--- src/rtl/flash_cmd_pkg.sv ---
package flash_cmd_pkg;

  typedef enum logic [2:0] {
    S_IDLE, S_UNL1, S_UNL2, S_PROG, S_ERS1, S_ERS2, S_ERS3, S_COLL
  } seq_state_e;

  localparam logic [7:0] OP_KEY1   = 8'hAA;
  localparam logic [7:0] OP_KEY2   = 8'h55;
  localparam logic [7:0] OP_ASEL   = 8'h90;
  localparam logic [7:0] OP_PROG   = 8'hA0;
  localparam logic [7:0] OP_ERASE  = 8'h80;
  localparam logic [7:0] OP_CHIP   = 8'h10;
  localparam logic [7:0] OP_BLOCK  = 8'h30;
  localparam logic [7:0] OP_RESUME = 8'h30;
  localparam logic [7:0] OP_SUSP   = 8'hB0;
  localparam logic [7:0] OP_RESET  = 8'hF0;

  localparam int unsigned CMP_W = 11;
  localparam logic [CMP_W-1:0] KEY1_WORD = 11'h555;
  localparam logic [CMP_W-1:0] KEY2_WORD = 11'h2AA;

  typedef struct packed {
    logic reset;
    logic autosel;
    logic prog;
    logic chip;
    logic blk_add;
    logic blk_go;
    logic suspend;
    logic resume;
  } cmd_pulse_t;

endpackage

--- src/rtl/fcd_match.sv ---
module fcd_match
  import flash_cmd_pkg::*;
#(
  parameter int unsigned ADDR_W = 19
) (
  input  logic [ADDR_W-1:0] addr_i,
  input  logic [15:0]       data_i,
  input  logic              byte_mode_i,
  output logic              key1_o,
  output logic              key2_o,
  output logic [7:0]        op_o
);
  // byte mode: low byte-address bit rides on data bit 15
  logic lsb_ok1, lsb_ok2;
  assign lsb_ok1 = !byte_mode_i || !data_i[15];
  assign lsb_ok2 = !byte_mode_i ||  data_i[15];

  assign key1_o = (addr_i[CMP_W-1:0] == KEY1_WORD) && lsb_ok1;
  assign key2_o = (addr_i[CMP_W-1:0] == KEY2_WORD) && lsb_ok2;
  assign op_o   = data_i[7:0];
endmodule

--- src/rtl/fcd_timer.sv ---
module fcd_timer #(
  parameter int unsigned TIMEOUT_CYC = 16
) (
  input  logic clk_i,
  input  logic rst_ni,
  input  logic load_i,
  input  logic run_i,
  output logic expired_o
);
  localparam int unsigned CNT_W = $clog2(TIMEOUT_CYC + 1);
  localparam logic [CNT_W-1:0] RELOAD = CNT_W'(TIMEOUT_CYC - 1);

  logic [CNT_W-1:0] cnt_q;

  always_ff @(posedge clk_i or negedge rst_ni) begin
    if (!rst_ni)                  cnt_q <= '0;
    else if (load_i)              cnt_q <= RELOAD;
    else if (run_i && cnt_q != 0) cnt_q <= cnt_q - 1'b1;
  end

  assign expired_o = run_i && (cnt_q == '0);
endmodule

--- src/rtl/fcd_seq.sv ---
module fcd_seq
  import flash_cmd_pkg::*;
#(
  parameter int unsigned ADDR_W = 19,
  parameter int unsigned BLK_LSB = 15,
  localparam int unsigned BLK_W = ADDR_W - BLK_LSB
) (
  input  logic              clk_i,
  input  logic              rst_ni,
  input  logic              wr_i,
  input  logic              key1_i,
  input  logic              key2_i,
  input  logic [7:0]        op_i,
  input  logic [ADDR_W-1:0] addr_i,
  input  logic [15:0]       data_i,
  input  logic              expired_i,
  output cmd_pulse_t        pulse_o,
  output logic              load_o,
  output logic              coll_o,
  output logic [ADDR_W-1:0] prog_addr_o,
  output logic [15:0]       prog_data_o,
  output logic [BLK_W-1:0]  blk_addr_o
);
  seq_state_e state_q, state_d;
  cmd_pulse_t pulse_d, pulse_q;
  logic [ADDR_W-1:0] paddr_q;
  logic [15:0]       pdata_q;
  logic [BLK_W-1:0]  baddr_q;

  always_comb begin
    state_d = state_q;
    pulse_d = '0;
    load_o  = 1'b0;
    if (wr_i) begin
      if (op_i == OP_RESET && state_q != S_PROG) begin
        pulse_d.reset = 1'b1;
        state_d       = S_IDLE;
      end else begin
        case (state_q)
          S_IDLE: begin
            if (key1_i && op_i == OP_KEY1) state_d = S_UNL1;
            else if (op_i == OP_SUSP)      pulse_d.suspend = 1'b1;
            else if (op_i == OP_RESUME)    pulse_d.resume  = 1'b1;
          end
          S_UNL1: state_d = (key2_i && op_i == OP_KEY2) ? S_UNL2 : S_IDLE;
          S_UNL2: begin
            state_d = S_IDLE;
            if (key1_i) begin
              case (op_i)
                OP_ASEL:  pulse_d.autosel = 1'b1;
                OP_PROG:  state_d = S_PROG;
                OP_ERASE: state_d = S_ERS1;
                default:  state_d = S_IDLE;
              endcase
            end
          end
          S_PROG: begin
            pulse_d.prog = 1'b1;
            state_d      = S_IDLE;
          end
          S_ERS1: state_d = (key1_i && op_i == OP_KEY1) ? S_ERS2 : S_IDLE;
          S_ERS2: state_d = (key2_i && op_i == OP_KEY2) ? S_ERS3 : S_IDLE;
          S_ERS3: begin
            state_d = S_IDLE;
            if (key1_i && op_i == OP_CHIP) begin
              pulse_d.chip = 1'b1;
            end else if (op_i == OP_BLOCK) begin
              pulse_d.blk_add = 1'b1;
              load_o          = 1'b1;
              state_d         = S_COLL;
            end
          end
          S_COLL: begin
            state_d = S_IDLE;
            if (op_i == OP_BLOCK) begin
              pulse_d.blk_add = 1'b1;
              load_o          = 1'b1;
              state_d         = S_COLL;
            end
          end
          default: state_d = S_IDLE;
        endcase
      end
    end else if (state_q == S_COLL && expired_i) begin
      pulse_d.blk_go = 1'b1;
      state_d        = S_IDLE;
    end
  end

  always_ff @(posedge clk_i or negedge rst_ni) begin
    if (!rst_ni) begin
      state_q <= S_IDLE;
      pulse_q <= '0;
      paddr_q <= '0;
      pdata_q <= '0;
      baddr_q <= '0;
    end else begin
      state_q <= state_d;
      pulse_q <= pulse_d;
      if (pulse_d.prog) begin
        paddr_q <= addr_i;
        pdata_q <= data_i;
      end
      if (pulse_d.blk_add) baddr_q <= addr_i[ADDR_W-1:BLK_LSB];
    end
  end

  assign pulse_o     = pulse_q;
  assign coll_o      = (state_q == S_COLL);
  assign prog_addr_o = paddr_q;
  assign prog_data_o = pdata_q;
  assign blk_addr_o  = baddr_q;
endmodule

--- src/rtl/flash_cmd_decoder.sv ---
module flash_cmd_decoder
  import flash_cmd_pkg::*;
#(
  parameter int unsigned ADDR_W      = 19,
  parameter int unsigned BLK_LSB     = 15,
  parameter int unsigned TIMEOUT_CYC = 16,
  localparam int unsigned BLK_W = ADDR_W - BLK_LSB
) (
  input  logic              clk_i,
  input  logic              rst_ni,
  input  logic              wr_en_i,
  input  logic              byte_mode_i,
  input  logic [ADDR_W-1:0] addr_i,
  input  logic [15:0]       data_i,
  output logic              reset_o,
  output logic              autosel_o,
  output logic              prog_o,
  output logic [ADDR_W-1:0] prog_addr_o,
  output logic [15:0]       prog_data_o,
  output logic              chip_erase_o,
  output logic              blk_add_o,
  output logic [BLK_W-1:0]  blk_addr_o,
  output logic              blk_go_o,
  output logic              erase_window_o,
  output logic              suspend_o,
  output logic              resume_o
);
  logic       key1, key2, load, coll, expired;
  logic [7:0] op;
  cmd_pulse_t pulse;

  fcd_match #(.ADDR_W(ADDR_W)) match_i (
    .addr_i      (addr_i),
    .data_i      (data_i),
    .byte_mode_i (byte_mode_i),
    .key1_o      (key1),
    .key2_o      (key2),
    .op_o        (op)
  );

  fcd_timer #(.TIMEOUT_CYC(TIMEOUT_CYC)) timer_i (
    .clk_i     (clk_i),
    .rst_ni    (rst_ni),
    .load_i    (load),
    .run_i     (coll),
    .expired_o (expired)
  );

  fcd_seq #(.ADDR_W(ADDR_W), .BLK_LSB(BLK_LSB)) seq_i (
    .clk_i       (clk_i),
    .rst_ni      (rst_ni),
    .wr_i        (wr_en_i),
    .key1_i      (key1),
    .key2_i      (key2),
    .op_i        (op),
    .addr_i      (addr_i),
    .data_i      (data_i),
    .expired_i   (expired),
    .pulse_o     (pulse),
    .load_o      (load),
    .coll_o      (coll),
    .prog_addr_o (prog_addr_o),
    .prog_data_o (prog_data_o),
    .blk_addr_o  (blk_addr_o)
  );

  assign reset_o        = pulse.reset;
  assign autosel_o      = pulse.autosel;
  assign prog_o         = pulse.prog;
  assign chip_erase_o   = pulse.chip;
  assign blk_add_o      = pulse.blk_add;
  assign blk_go_o       = pulse.blk_go;
  assign suspend_o      = pulse.suspend;
  assign resume_o       = pulse.resume;
  assign erase_window_o = coll;
endmodule

--- config.mk ---
export PLATFORM = sky130hd
export DESIGN_NAME = flash_cmd_decoder
export DESIGN_NICKNAME = d
export VERILOG_FILES = /design/src/rtl/flash_cmd_pkg.sv /design/src/rtl/fcd_match.sv /design/src/rtl/fcd_timer.sv /design/src/rtl/fcd_seq.sv /design/src/rtl/flash_cmd_decoder.sv
export SDC_FILE = /design/constraint.sdc
export NUM_CORES = 1
export LEC_CHECK = 0
export ABC_AREA = 1
export BUFFER_PORTS_ARGS = -buffer_cell sky130_fd_sc_hd__clkbuf_2
export CORE_UTILIZATION = 45
export CTS_CLUSTER_SIZE = 24
export DETAILED_ROUTE_END_ITERATION = 10
export GPL_TIMING_DRIVEN = 0
export PLACE_DENSITY = 0.72
export SLEW_MARGIN = 25
export SYNTH_ARGS = -nofsm -noshare
export SYNTH_HDL_FRONTEND = slang
export SYNTH_HIERARCHICAL = 1
export SYNTH_SLANG_ARGS = --single-unit
--- constraint.sdc ---
create_clock -name clk_i -period 3.3 [get_ports clk_i]
set_input_delay 0.66 -clock clk_i [delete_from_list [all_inputs] [get_ports clk_i]]
set_output_delay 0.66 -clock clk_i [all_outputs]
set_load 0.01 [all_outputs]
# ---- Word level (Yosys, flattened, before mapping)
# Index checks and enable logic that the tools add are counted.
dict set report word_totals {
  latchBits 0
  rom_bits 0
  ram_bits 0
  in_bits 39
  wordCells 89
  ff_bits 55
  mem_count 0
}
dict set report classes {
  shift 0
  n_bitwise 0
  n_eq_ne 20
  div 0
  addsub 1
  n_mul 0
  reduce_logical 19
  mux 36
  order_cmp 0
}
# op count
set op_table {}
lappend op_table {{8-bit equality test (second input constant)} 6}
lappend op_table {{3-bit 2-to-1 mux} 9}
lappend op_table {{3-bit case mux with 8 select lines} 1}
lappend op_table {{1-bit 2-to-1 mux} 15}
lappend op_table {{5-bit 2-to-1 mux} 3}
lappend op_table {{3-bit equality test (second input constant)} 4}
lappend op_table {{11-bit by 10-bit equality test with 1-bit output (second input constant)} 1}
lappend op_table {{11-bit equality test (second input constant)} 1}
lappend op_table {{2-bit 2-to-1 mux} 5}
lappend op_table {{1-bit logical AND} 9}
lappend op_table {{8-bit by 5-bit equality test with 1-bit output (second input constant)} 1}
lappend op_table {{8-bit by 6-bit equality test with 1-bit output (second input constant)} 1}
lappend op_table {{8-bit by 7-bit equality test with 1-bit output (second input constant)} 1}
lappend op_table {{3-bit by 2-bit equality test with 1-bit output (second input constant)} 2}
lappend op_table {{3-bit case mux with 2 select lines} 1}
lappend op_table {{5-bit zero test} 1}
lappend op_table {{5-bit nonzero test} 1}
lappend op_table {{5-bit by 1-bit subtractor with 5-bit output (second input constant)} 1}
lappend op_table {{4-bit 2-to-1 mux} 1}
lappend op_table {{4-bit by 2-bit != test with 1-bit output (second input constant)} 1}
lappend op_table {{2-bit nonzero test} 2}
lappend op_table {{3-bit by 1-bit equality test with 1-bit output (second input constant)} 1}
lappend op_table {{3-bit zero test} 1}
lappend op_table {{3-bit by 2-bit != test with 1-bit output (second input constant)} 1}
lappend op_table {{other kinds (4)} 6}

# ---- Depth between registers and ports, before layout
# Gate-level depths: netlist (run 1).
dict set report logic_depth {
  word_depth 9
  mapped_depth 13
  mapped_depth_nobuf 13
}

# ---- Modules after synthesis
# The synthesis (run 1) kept the hierarchy.
# module area_each_um2 n_inst cells_per_inst seq_area_each_um2
set by_module_without_submodules {}
lappend by_module_without_submodules {fcd_seq 2154.6 1 270 1251.2}
lappend by_module_without_submodules {fcd_timer 320.3 1 41 125.1}
lappend by_module_without_submodules {fcd_match 167.7 1 35 0.0}

# ---- Worst setup path before layout (run 1)
# Ideal clock, no wire load.
dict set report synth_timing {
  path_type {input to register}
  start {in data_i[4]}
  end {reg timer_i.cnt_q[1]}
  t_arrival_ps 1826
  t_required_ps 3183
  setup_time_ps 117
  path_stages 11
  slack_ps 1357
  cell_sequence {buf_4 nand2_1 inv_1 nand3_1 nor2_1 nor2_1 nand2_1 nor2_1 clkinv_8 nand3_1 nand2_1}
}
dict set report synth_via {
  elab_chain_cells 7
  elab_cells_between_ends 12
}
# item line
set synth_lines {}
lappend synth_lines {{from (decl)} flash_cmd_decoder.sv:14} ;# input logic [15:0] data_i,
lappend synth_lines {{8-bit by 6-bit equality test with 1-bit output / 8-bit by 5-bit equality test with 1-bit output (equally long branches)} {fcd_seq.sv:67, fcd_seq.sv:75, fcd_seq.sv:65}}
lappend synth_lines {{1-bit 2-to-1 mux / 1-bit logical AND (equally long branches)} {fcd_seq.sv:67, fcd_seq.sv:75, fcd_seq.sv:65}}
lappend synth_lines {{1-bit 2-to-1 mux} fcd_seq.sv:65} ;# if (key1_i && op_i == OP_CHIP) begin
lappend synth_lines {{1-bit case mux with 2 select lines} fcd_seq.sv:39} ;# case (state_q)
lappend synth_lines {{1-bit 2-to-1 mux *} fcd_seq.sv:35} ;# if (op_i == OP_RESET && state_q != S_PROG) begin
lappend synth_lines {{1-bit 2-to-1 mux *} fcd_seq.sv:34} ;# if (wr_i) begin
lappend synth_lines {{via load} flash_cmd_decoder.sv:28} ;# logic key1, key2, load, coll, expired;
lappend synth_lines {{5-bit 2-to-1 mux / 2-bit nonzero test (equally long branches)} -}
lappend synth_lines {{to (signal assigned)} fcd_timer.sv:18} ;# else if (run_i && cnt_q != 0) cnt_q <= cnt_q - 1'b1;
lappend synth_lines {{to (decl)} fcd_timer.sv:13} ;# logic [CNT_W-1:0] cnt_q;
# The timed path passes the listed nets; every way through them passes the cells marked *.
# A chain may end at the register's enable or synchronous reset.

# ---- Final worst setup path (run 1)
dict set report layout_timing {
  start {reg seq_i.state_q[0]}
  end {out erase_window_o}
}
dict set report layout_via {
  elab_chain_cells 1
}
# item line
set layout_lines {}
lappend layout_lines {{from (decl)} fcd_seq.sv:24} ;# seq_state_e state_q, state_d;
lappend layout_lines {{from (signal assigned)} fcd_seq.sv:98} ;# state_q <= state_d;
lappend layout_lines {{3-bit equality test} fcd_seq.sv:109} ;# assign coll_o = (state_q == S_COLL);
lappend layout_lines {{to (decl)} flash_cmd_decoder.sv:24} ;# output logic erase_window_o,
# No other way between the ends.

==> reports/results.ini, run 1 <==
[outcome]
status=finished, final reports clean

[final_layout]
n_antenna_cell=0
final_common_cell=nand2_1
post-route-util_pct=58.9
fill_cells=549
syn2layout_area_growth_pct=24.1
nNetsFinal=479
drive_gt1_share_pct=27.0
layout_common_cells=nand2_1 (153), clkbuf_2 (85), dfrtp_1 (55)
multi_input_area_sq_mm=0.00102
sequential_cell_area_sq_mm=0.00138
fin_cells=512

[cts]
clk_pin_slew_ns=0.10
cts_buffer_depth=2
hold_buffers=0
cts_tree=yes
cts_resized=0
cts_setup_buffers=0
cts_sinks=55
h-tree-depth=2
root_buffer=clkbuf_8
numCtsBuffers=5
clk_latency_ns=0.31

[sta]
slew_headroom_pct=50.1
finalClockSkew_ns=0.00722
setup_viol=0
fin_ws_ns=1.19
drv_slew=0
period_minus_slack_ns=2.11
tightest_slew_ns=0.749
fin_setup_tns_ns=0
period_share_pct=63.8
hold_viol=0
fmax_mhz=475
rsz0062_at_grt=false

[logic_synthesis]
synth.net_count=386
avgSynthCellArea_sq_um=7.64
syn_inst=346
synth_top_area_share_pct=52.1
synth_top_area_cell=dfrtp_1
synth_seq_cells=55
syn-cell-area_sq_mm=0.00264
synth-seq-area-share_pct=52.1
yosys-top-cells-area=dfrtp_1 (52%), nand2_1 (22%), nor2_1 (5.3%)
ys.warnings.count=6
ys_types=25

[worst_hold_path]
worstHoldPathType=in -> async

[detailed_routing]
drt_pass1_iterations=4
routed_wl_microns=5880
vias=2388
wl_per_cell_microns=11.5
ant_nets=0
drc_errors=0
drt_iter0_markers=136
drt-vias-per-instance=4.66

[worst_setup_path]
crit_fanout=6
required_ns=2.64
crit_path_end_kind=output pin
critical_path_arrival_ns=1.45
critPathLaunchType=flop
criticalPathCategory=reg -> out

[power]
power_leakage_uw=0.00193
p_per_area_mw_per_mm2=403
peakVddDrop_uv=205

[die]
core_area_sq_mm=0.00557
die_x_microns=78.6
die_h_microns=78.6
ioPinCount=87
rows=27
dieArea_sq_mm=0.00618
start_util_pct=47.4

[grt]
grt.overflow.total=0
antenna_found_initial=0
grt_pass1_vias=2303
grt_pass1_wl_microns=10400
grt_max_degree=56
grtUsageTotal_pct=21.5

[placed_design]
port_buffers=86
gp_congestion=0.943
pre_cts_ws_ns=1.05
dp.cells=504
dp_hpwl_microns=4430

[run]
cap_violations=0

==> registers in the layout, indices dropped and copies added, names as in the netlist <==
signal / flops
seq_i/pulse_o: 8
timer_i/cnt_q: 5
seq_i/blk_addr_o: 4
seq_i/prog_addr_o: 19
seq_i/state_q: 3
seq_i/prog_data_o: 16
==> per-layer routing <==
metal  up-vias  track usage, %  share of wire, %
met5         -               0                 0
met3         8            4.30               4.7
met2        70            35.5                47
met1      1074            28.5                47
li1       1236               -                 -
met4         0            6.11               1.5
==> through the flow <==
step / cell area (sq um) / hold slack, ns / total power (uW)
finish: 3280 / 0.421 / 1320
global route: 3280 / 0.488 / 1380
CTS: 3280 / 0.454 / 1340
detailed placement: 3170 / 0.459 / 884
global placement: 3160 / 0.454 / 882
floorplan: 2640 / 0.364 / 803
==> cells by family after synthesis <==
kind of cell,share of synthesized area (%)
adder cells (fa/ha/maj),0.473
AND/OR/NAND/NOR,35.6
buffers and inverters,9.23
flip-flops,52.1
AO/OA/AOI/OAI,2.65
==> area by class of cell <==
cell class	count	area share, %
Timing Repair Buffer	86	13.2
Buffer	15	3.05
Inverter	35	4.39
Sequential cell	55	42.0
Clock inverter	3	1.41
Clock buffer	5	2.10
Tap cell	72	2.75
Multi-Input combinational cell	241	31.2
==> path summary, 6_finish.rpt <==
path | start | depth (start not counted) | slack (ns) | to
setup / recovery | seq_i/state_q[0]$_DFFE_PN0P_ | 3 | 1.19 | erase_window_o
hold reg to reg | seq_i/prog_addr_o[0]$_DFFE_PN0P_ | 2 | 0.48 | seq_i/prog_addr_o[0]$_DFFE_PN0P_
max in group asynchronous | rst_ni | 1 | 2.37 | seq_i/pulse_o[4]$_DFF_PN0_
min in group clk_i | seq_i/prog_addr_o[0]$_DFFE_PN0P_ | 2 | 0.48 | seq_i/prog_addr_o[0]$_DFFE_PN0P_
setup reg to reg | seq_i/state_q[2]$_DFFE_PN0P_ | 10 | 1.41 | timer_i/cnt_q[1]$_DFFE_PN0P_
hold / removal | rst_ni | 1 | 0.42 | seq_i/prog_data_o[12]$_DFFE_PN0P_
==> worst max-delay path: stages, from the launching register on <==
cell	delay, ns
dfrtp_1	0.48
inv_1	0.14
nor2_2	0.32
clkbuf_2	0.20
==> synth_stat cells <==
library cell / n
clkbuf_1: 1
nor2_4: 1
buf_6: 1
inv_1: 32
nand3_2: 2
nand2_4: 2
o211ai_2: 1
nor3_1: 3
nor2_2: 2
clkinv_8: 1
nand3b_1: 1
o21ai_0: 8
ha_1: 1
nand2_1: 153
o21ai_1: 1
o21bai_1: 1
inv_2: 2
buf_2: 5
a21oi_1: 1
buf_4: 8
nand4_1: 1
or2_1: 1
dfrtp_1: 55
nand3_1: 25
nor2_1: 37
==> where the power goes <==
group          internal [uW]  switching (uW)  total [uW]
clock                    229             224         453
sequential               699            19.1         718
combinational           60.3            92.1         152
total                    988             335        1320
Note: power is estimated with default switching activity, not from simulation.
==> run 2: changes to the inputs <==
- ABC_AREA: 1 -> 0
- PLACE_DENSITY: 0.72 -> 0.76
- clock period: 3.3 -> 1.85 ns (I/O delays scaled with it)
==> reports/results.ini, run 2 <==
[grt]
grt_pass1_vias=2122
grt_pass1_wl_microns=9790
grtUsageTotal_pct=20.9
grt_max_degree=56
grt.overflow.total=0
antenna_found_initial=0

[cts]
root_buffer=clkbuf_8
cts_sinks=55
hold_buffers=0
clk_latency_ns=0.31
numCtsBuffers=5
h-tree-depth=2
cts_buffer_depth=2
cts_tree=yes
clk_pin_slew_ns=0.10

[die]
start_util_pct=46.5
core_area_sq_mm=0.00547
dieArea_sq_mm=0.00597
die_h_microns=77.2
rows=27
ioPinCount=87
die_x_microns=77.2

[worst_setup_path]
critical_path_arrival_ns=1.96
path_cells=clkbuf_2 -> nand4bb_1 -> a2111oi_4 -> nor3b_4 -> nand2_1 -> o41ai_4 -> nor2_1 -> o31ai_1
crit_buf_inv=1
crit_path_end_kind=flop
critical_path.top_delay_family=compound AO/OA/AOI/OAI gates
criticalPathCategory=in -> reg
critPathLaunchType=input port
crit_fanout=3
cp_slowest_stage_delay_ns=0.35
required_ns=2.08
cp_slowest_cell=a2111oi_4

[logic_synthesis]
synth_top_area_share_pct=54.0
synth-seq-area-share_pct=54.0
synth.net_count=306
synth_top_area_cell=dfrtp_1
avgSynthCellArea_sq_um=9.58
syn-cell-area_sq_mm=0.00255
ys_top_cells_by_count=nand2_1 (115), dfrtp_1 (55), buf_4 (9)
syn_inst=266
synth_edf_count=0
synth_seq_cells=55
synth.most_common_cell=nand2_1
ys_types=48
async_flop_share_pct=100
ys.warnings.count=6
synthFlopType=dfrtp_1
yosys-top-cells-area=dfrtp_1 (54%), nand2_1 (17%), buf_4 (2.7%)

[placed_design]
place_area_sq_mm=0.00307
port_buffers=85
gp_congestion=0.854
dp_hpwl_microns=4120

[final_layout]
layout_common_cells=nand2_1 (115), clkbuf_2 (84), dfrtp_1 (55)
largest_reg_flops=19
n_antenna_cell=0
nNetsFinal=399
drive_gt1_share_pct=34.4
syn2layout_area_growth_pct=25.8
final_common_cell=nand2_1
post-route-util_pct=58.6
fin_area_sq_mm=0.00320
fill_cells=497

[sta]
fmax_mhz=581
hold_viol=0
drv_slew=0
whs_ns=0.128
period_minus_slack_ns=1.72
rsz0062_at_grt=false
finalClockSkew_ns=0.00581
tightest_slew_ns=0.734
period_share_pct=93.1
slew_headroom_pct=51.1
setup_viol=0

[detailed_routing]
vias=2123
routed_wl_microns=5710
drt_pass1_iterations=4
drc_errors=0
wl_per_cell_microns=13.2
drt-vias-per-instance=4.91
ant_nets=0
drt_iter0_markers=102

[power]
p_per_area_mw_per_mm2=633
peakVddDrop_uv=495
power_leakage_uw=0.00185

[outcome]
status=finished, final reports clean

[run]
cap_violations=0

[worst_hold_path]
worstHoldPathType=in -> async

==> run 2: cell count changes after synthesis, sizes merged, moves of 3 or more <==
cell / delta
and3: +3
inv: -30
mux2: +4
nand2: -40
nand2b: +3
nand3: -25
nor2: -33
nor2b: +4
nor3b: +4
nor4: +3
o21ai: -6
==> run 2: stage by stage <==
stage,total power (uW),setup TNS (ns),instances,setup WS (ns)
final,2030,0,432,0.127
after global placement,1350,-1.00,423,-0.327
after global routing,2100,0,432,0.00339
after floorplan,1270,0,266,0.00444
after CTS,2050,0,432,0.0372
after detailed placement,1350,-1.15,423,-0.339
==> run 2: cell families after synthesis <==
family / synth area share, %
compound gates: 5.45
fa+ha+maj: 0.491
buf+inv: 5.25
flops: 54.0
mux: 3.14
simple gates: 31.6
==> run 2: repair_timing <==
item / 4_1_cts / 5_1_grt
buffers inserted: 1 / 0
endpoints found under the setup margin: 1 / 29
gates cloned: 0 / 0
pin swaps: 0 / 1
gates resized for setup: 1 / 4
==> run 2: area by class of cell <==
class	count	area [sq um]	area share, %
plain buffers	18	115	3.59
clock buffers	7	86.3	2.69
clock inverters	1	8.76	0.273
inverters	5	18.8	0.586
multi-input cells	188	1070	33.5
flip-flops and latches	55	1380	43.0
well taps	72	90.1	2.81
repair buffers	86	435	13.6
==> run 2: worst paths after layout <==
check	start	to	slack, ns	cells past startpoint
worst max register to register	seq_i/state_q[1]$_DFFE_PN0P_	timer_i/cnt_q[3]$_DFFE_PN0P_	0.15	4
max in group asynchronous	rst_ni	seq_i/prog_addr_o[6]$_DFFE_PN0P_	1.24	1
worst max-delay path	addr_i[5]	seq_i/state_q[0]$_DFFE_PN0P_	0.13	8
worst min register to register	seq_i/prog_data_o[15]$_DFFE_PN0P_	seq_i/prog_data_o[15]$_DFFE_PN0P_	0.48	2
worst min-delay path	rst_ni	seq_i/prog_data_o[13]$_DFFE_PN0P_	0.13	1
min in group clk_i	addr_i[11]	seq_i/prog_addr_o[11]$_DFFE_PN0P_	0.24	3
==> run 2: power breakdown <==
| group | switching, uW | total [uW] | leakage, uW | internal, uW |
|---|---|---|---|---|
| sequential | 0.0356 | 1200 | 0.000769 | 1200 |
| combinational | 72.6 | 127 | 0.00103 | 54.6 |
| clock | 392 | 700 | 0.0000484 | 308 |
| total | 465 | 2030 | 0.00185 | 1560 |
==> run 2: layer usage <==
| metal | part of all wire [%] | up-vias | GRT usage, % |
|---|---|---|---|
| met5 | 0 | - | 0 |
| met4 | 2.2 | 0 | 8.87 |
| met3 | 5.6 | 11 | 3.93 |
| met2 | 48 | 76 | 34.8 |
| met1 | 45 | 979 | 26.6 |
| li1 | - | 1057 | - |
==> run 3: changes to the inputs <==
- CTS_BUF_LIST: default -> sky130_fd_sc_hd__clkbuf_16
- PLACE_DENSITY: 0.76 -> 0.73
- clock period: 1.85 -> 1.75 ns (I/O delays scaled with it)
==> reports/results.ini, run 3 (synthesized netlist as in run 2, its figures left out) <==
[worst_setup_path]
worstSetupStartpoint=addr_i[3]
path_cells=buf_6 -> nand3b_1 -> a2111oi_2 -> nor3b_2 -> nand2_1 -> o41ai_4 -> nor2_1 -> o31ai_1
crit_cells=8
r2r_cells=4
cp_slowest_cell=a2111oi_2
crit_buf_inv=1
critical_path_arrival_ns=1.91
reg2reg_to=timer_i/cnt_q[3]$_DFFE_PN0P_
crit_path_end_kind=flop
critical_path.top_delay_family=compound AO/OA/AOI/OAI gates
crit_path_end=seq_i/state_q[0]$_DFFE_PN0P_
criticalPathCategory=in -> reg
reg2reg_slack_ns=0.07
critPathLaunchType=input port
r2r_start=seq_i/state_q[0]$_DFFE_PN0P_
cp_slowest_stage_delay_ns=0.39
required_ns=1.94
crit_fanout=3

[power]
peakVddDrop_uv=801
p_per_area_mw_per_mm2=718
power_leakage_uw=0.00188
finalPower_uw=2370

[sta]
setup_viol=0
period_share_pct=98.2
hold_viol=0
slew_headroom_pct=52.3
drv_slew=0
fmax_mhz=582
finalClockSkew_ns=0.00539
whs_ns=0.134
tightest_slew_ns=0.716
rsz0062_at_grt=true
period_minus_slack_ns=1.72
fin_ws_ns=0.0315

[final_layout]
post-route-util_pct=60.2
final_common_cell=nand2_1
nNetsFinal=402
drive_gt1_share_pct=36.4
fin_area_sq_mm=0.00330
syn2layout_area_growth_pct=29.4
n_antenna_cell=0
sequential_cell_area_sq_mm=0.00138
largest_reg_flops=19
fill_cells=483
multi_input_area_sq_mm=0.00108
layout_common_cells=nand2_1 (115), clkbuf_2 (82), dfrtp_1 (55)

[die]
core_area_sq_mm=0.00547
die_h_microns=77.2
start_util_pct=46.5
die_x_microns=77.2
dieArea_sq_mm=0.00597
rows=27
ioPinCount=87

[placed_design]
pre_cts_ws_ns=-0.363
gp_congestion=0.858
dp_hpwl_microns=4020
place_area_sq_mm=0.00307
port_buffers=85

[detailed_routing]
ant_nets=0
drt_pass1_iterations=4
drt_iter0_markers=97
routed_wl_microns=5480
drc_errors=0
vias=2128
drt-vias-per-instance=4.89
wl_per_cell_microns=12.6

[cts]
cts_tree=yes
h-tree-depth=2
cts_sinks=55
cts_buffer_depth=2
clk_pin_slew_ns=0.07
numCtsBuffers=5
root_buffer=clkbuf_16
clk_latency_ns=0.28

[worst_hold_path]
worstHoldPathType=in -> async

[grt]
grt_max_degree=56
antenna_found_initial=0
grt_pass1_wl_microns=9180
grt.overflow.total=0
grtUsageTotal_pct=19.2
grt_pass1_vias=1978

[outcome]
status=finished, final reports clean

[run]
cap_violations=0

run 3: cell types whose count changed in the layout (fill, tap and decap cells not counted), moves of 2 or more:
cell,previous run,this run
clkbuf_8,6,0
clkbuf_16,0,5
buf_4,10,13
buf_6,1,3
clkbuf_2,84,82
clkinv_2,0,2
run 3: area by class of cell:
class                      instances  share of cell area (%)
inverter                           5                   0.683
sequential                        55                    41.7
timing repair buffer              89                    14.3
clock inverter                     3                   0.569
buffer                            18                    3.49
tap                               72                    2.73
clock buffer                       5                    3.80
multi-input combinational        188                    32.7
run 3: report_power, final:
| group | leakage, uW | internal (uW) | total [uW] | switching, uW |
|---|---|---|---|---|
| clock | 0.0000740 | 531 | 960 | 429 |
| combinational | 0.00104 | 61.3 | 136 | 74.6 |
| sequential | 0.000769 | 1270 | 1270 | 0.0319 |
| total | 0.00188 | 1860 | 2370 | 504 |
run 3: per-layer routing:
metal / track usage (%) / up-vias / wire (microns)
li1: - / 1067 / -
met1: 25.9 / 996 / 2580
met2: 31.3 / 61 / 2580
met3: 4.29 / 4 / 271
met4: 4.53 / 0 / 51
met5: 0 / - / 0
run 3: worst min-delay path by stage:
stage,from,slack [ns],to,cells after the start
6_report,rst_ni,0.13,seq_i/prog_data_o[14]$_DFFE_PN0P_,1
3_3_place_gp,seq_i/prog_addr_o[0]$_DFFE_PN0P_,0.46,seq_i/prog_addr_o[0]$_DFFE_PN0P_,2
4_1_cts,rst_ni,0.18,seq_i/prog_data_o[14]$_DFFE_PN0P_,1
5_1_grt,rst_ni,0.21,seq_i/prog_data_o[14]$_DFFE_PN0P_,1
3_5_place_dp,seq_i/prog_addr_o[1]$_DFFE_PN0P_,0.46,seq_i/prog_addr_o[1]$_DFFE_PN0P_,2
2_1_floorplan,rst_ni,0.05,seq_i/blk_addr_o[0]$_DFFE_PN0P_,0
run 3: what timing repair did:
action,in CTS,in global routing
setup buffers,1,3
pin swaps,0,7
endpoints found under the setup margin,1,35
resized for setup,0,10
hold buffers,0,0
run 3: metrics by stage:
| step | setup TNS, ns | instances |
|---|---|---|
| CTS | 0 | 432 |
| finish | 0 | 435 |
| global route | -0.103 | 435 |
| detailed placement | -1.74 | 423 |
| global placement | -1.78 | 423 |
| floorplan | 0 | 266 |
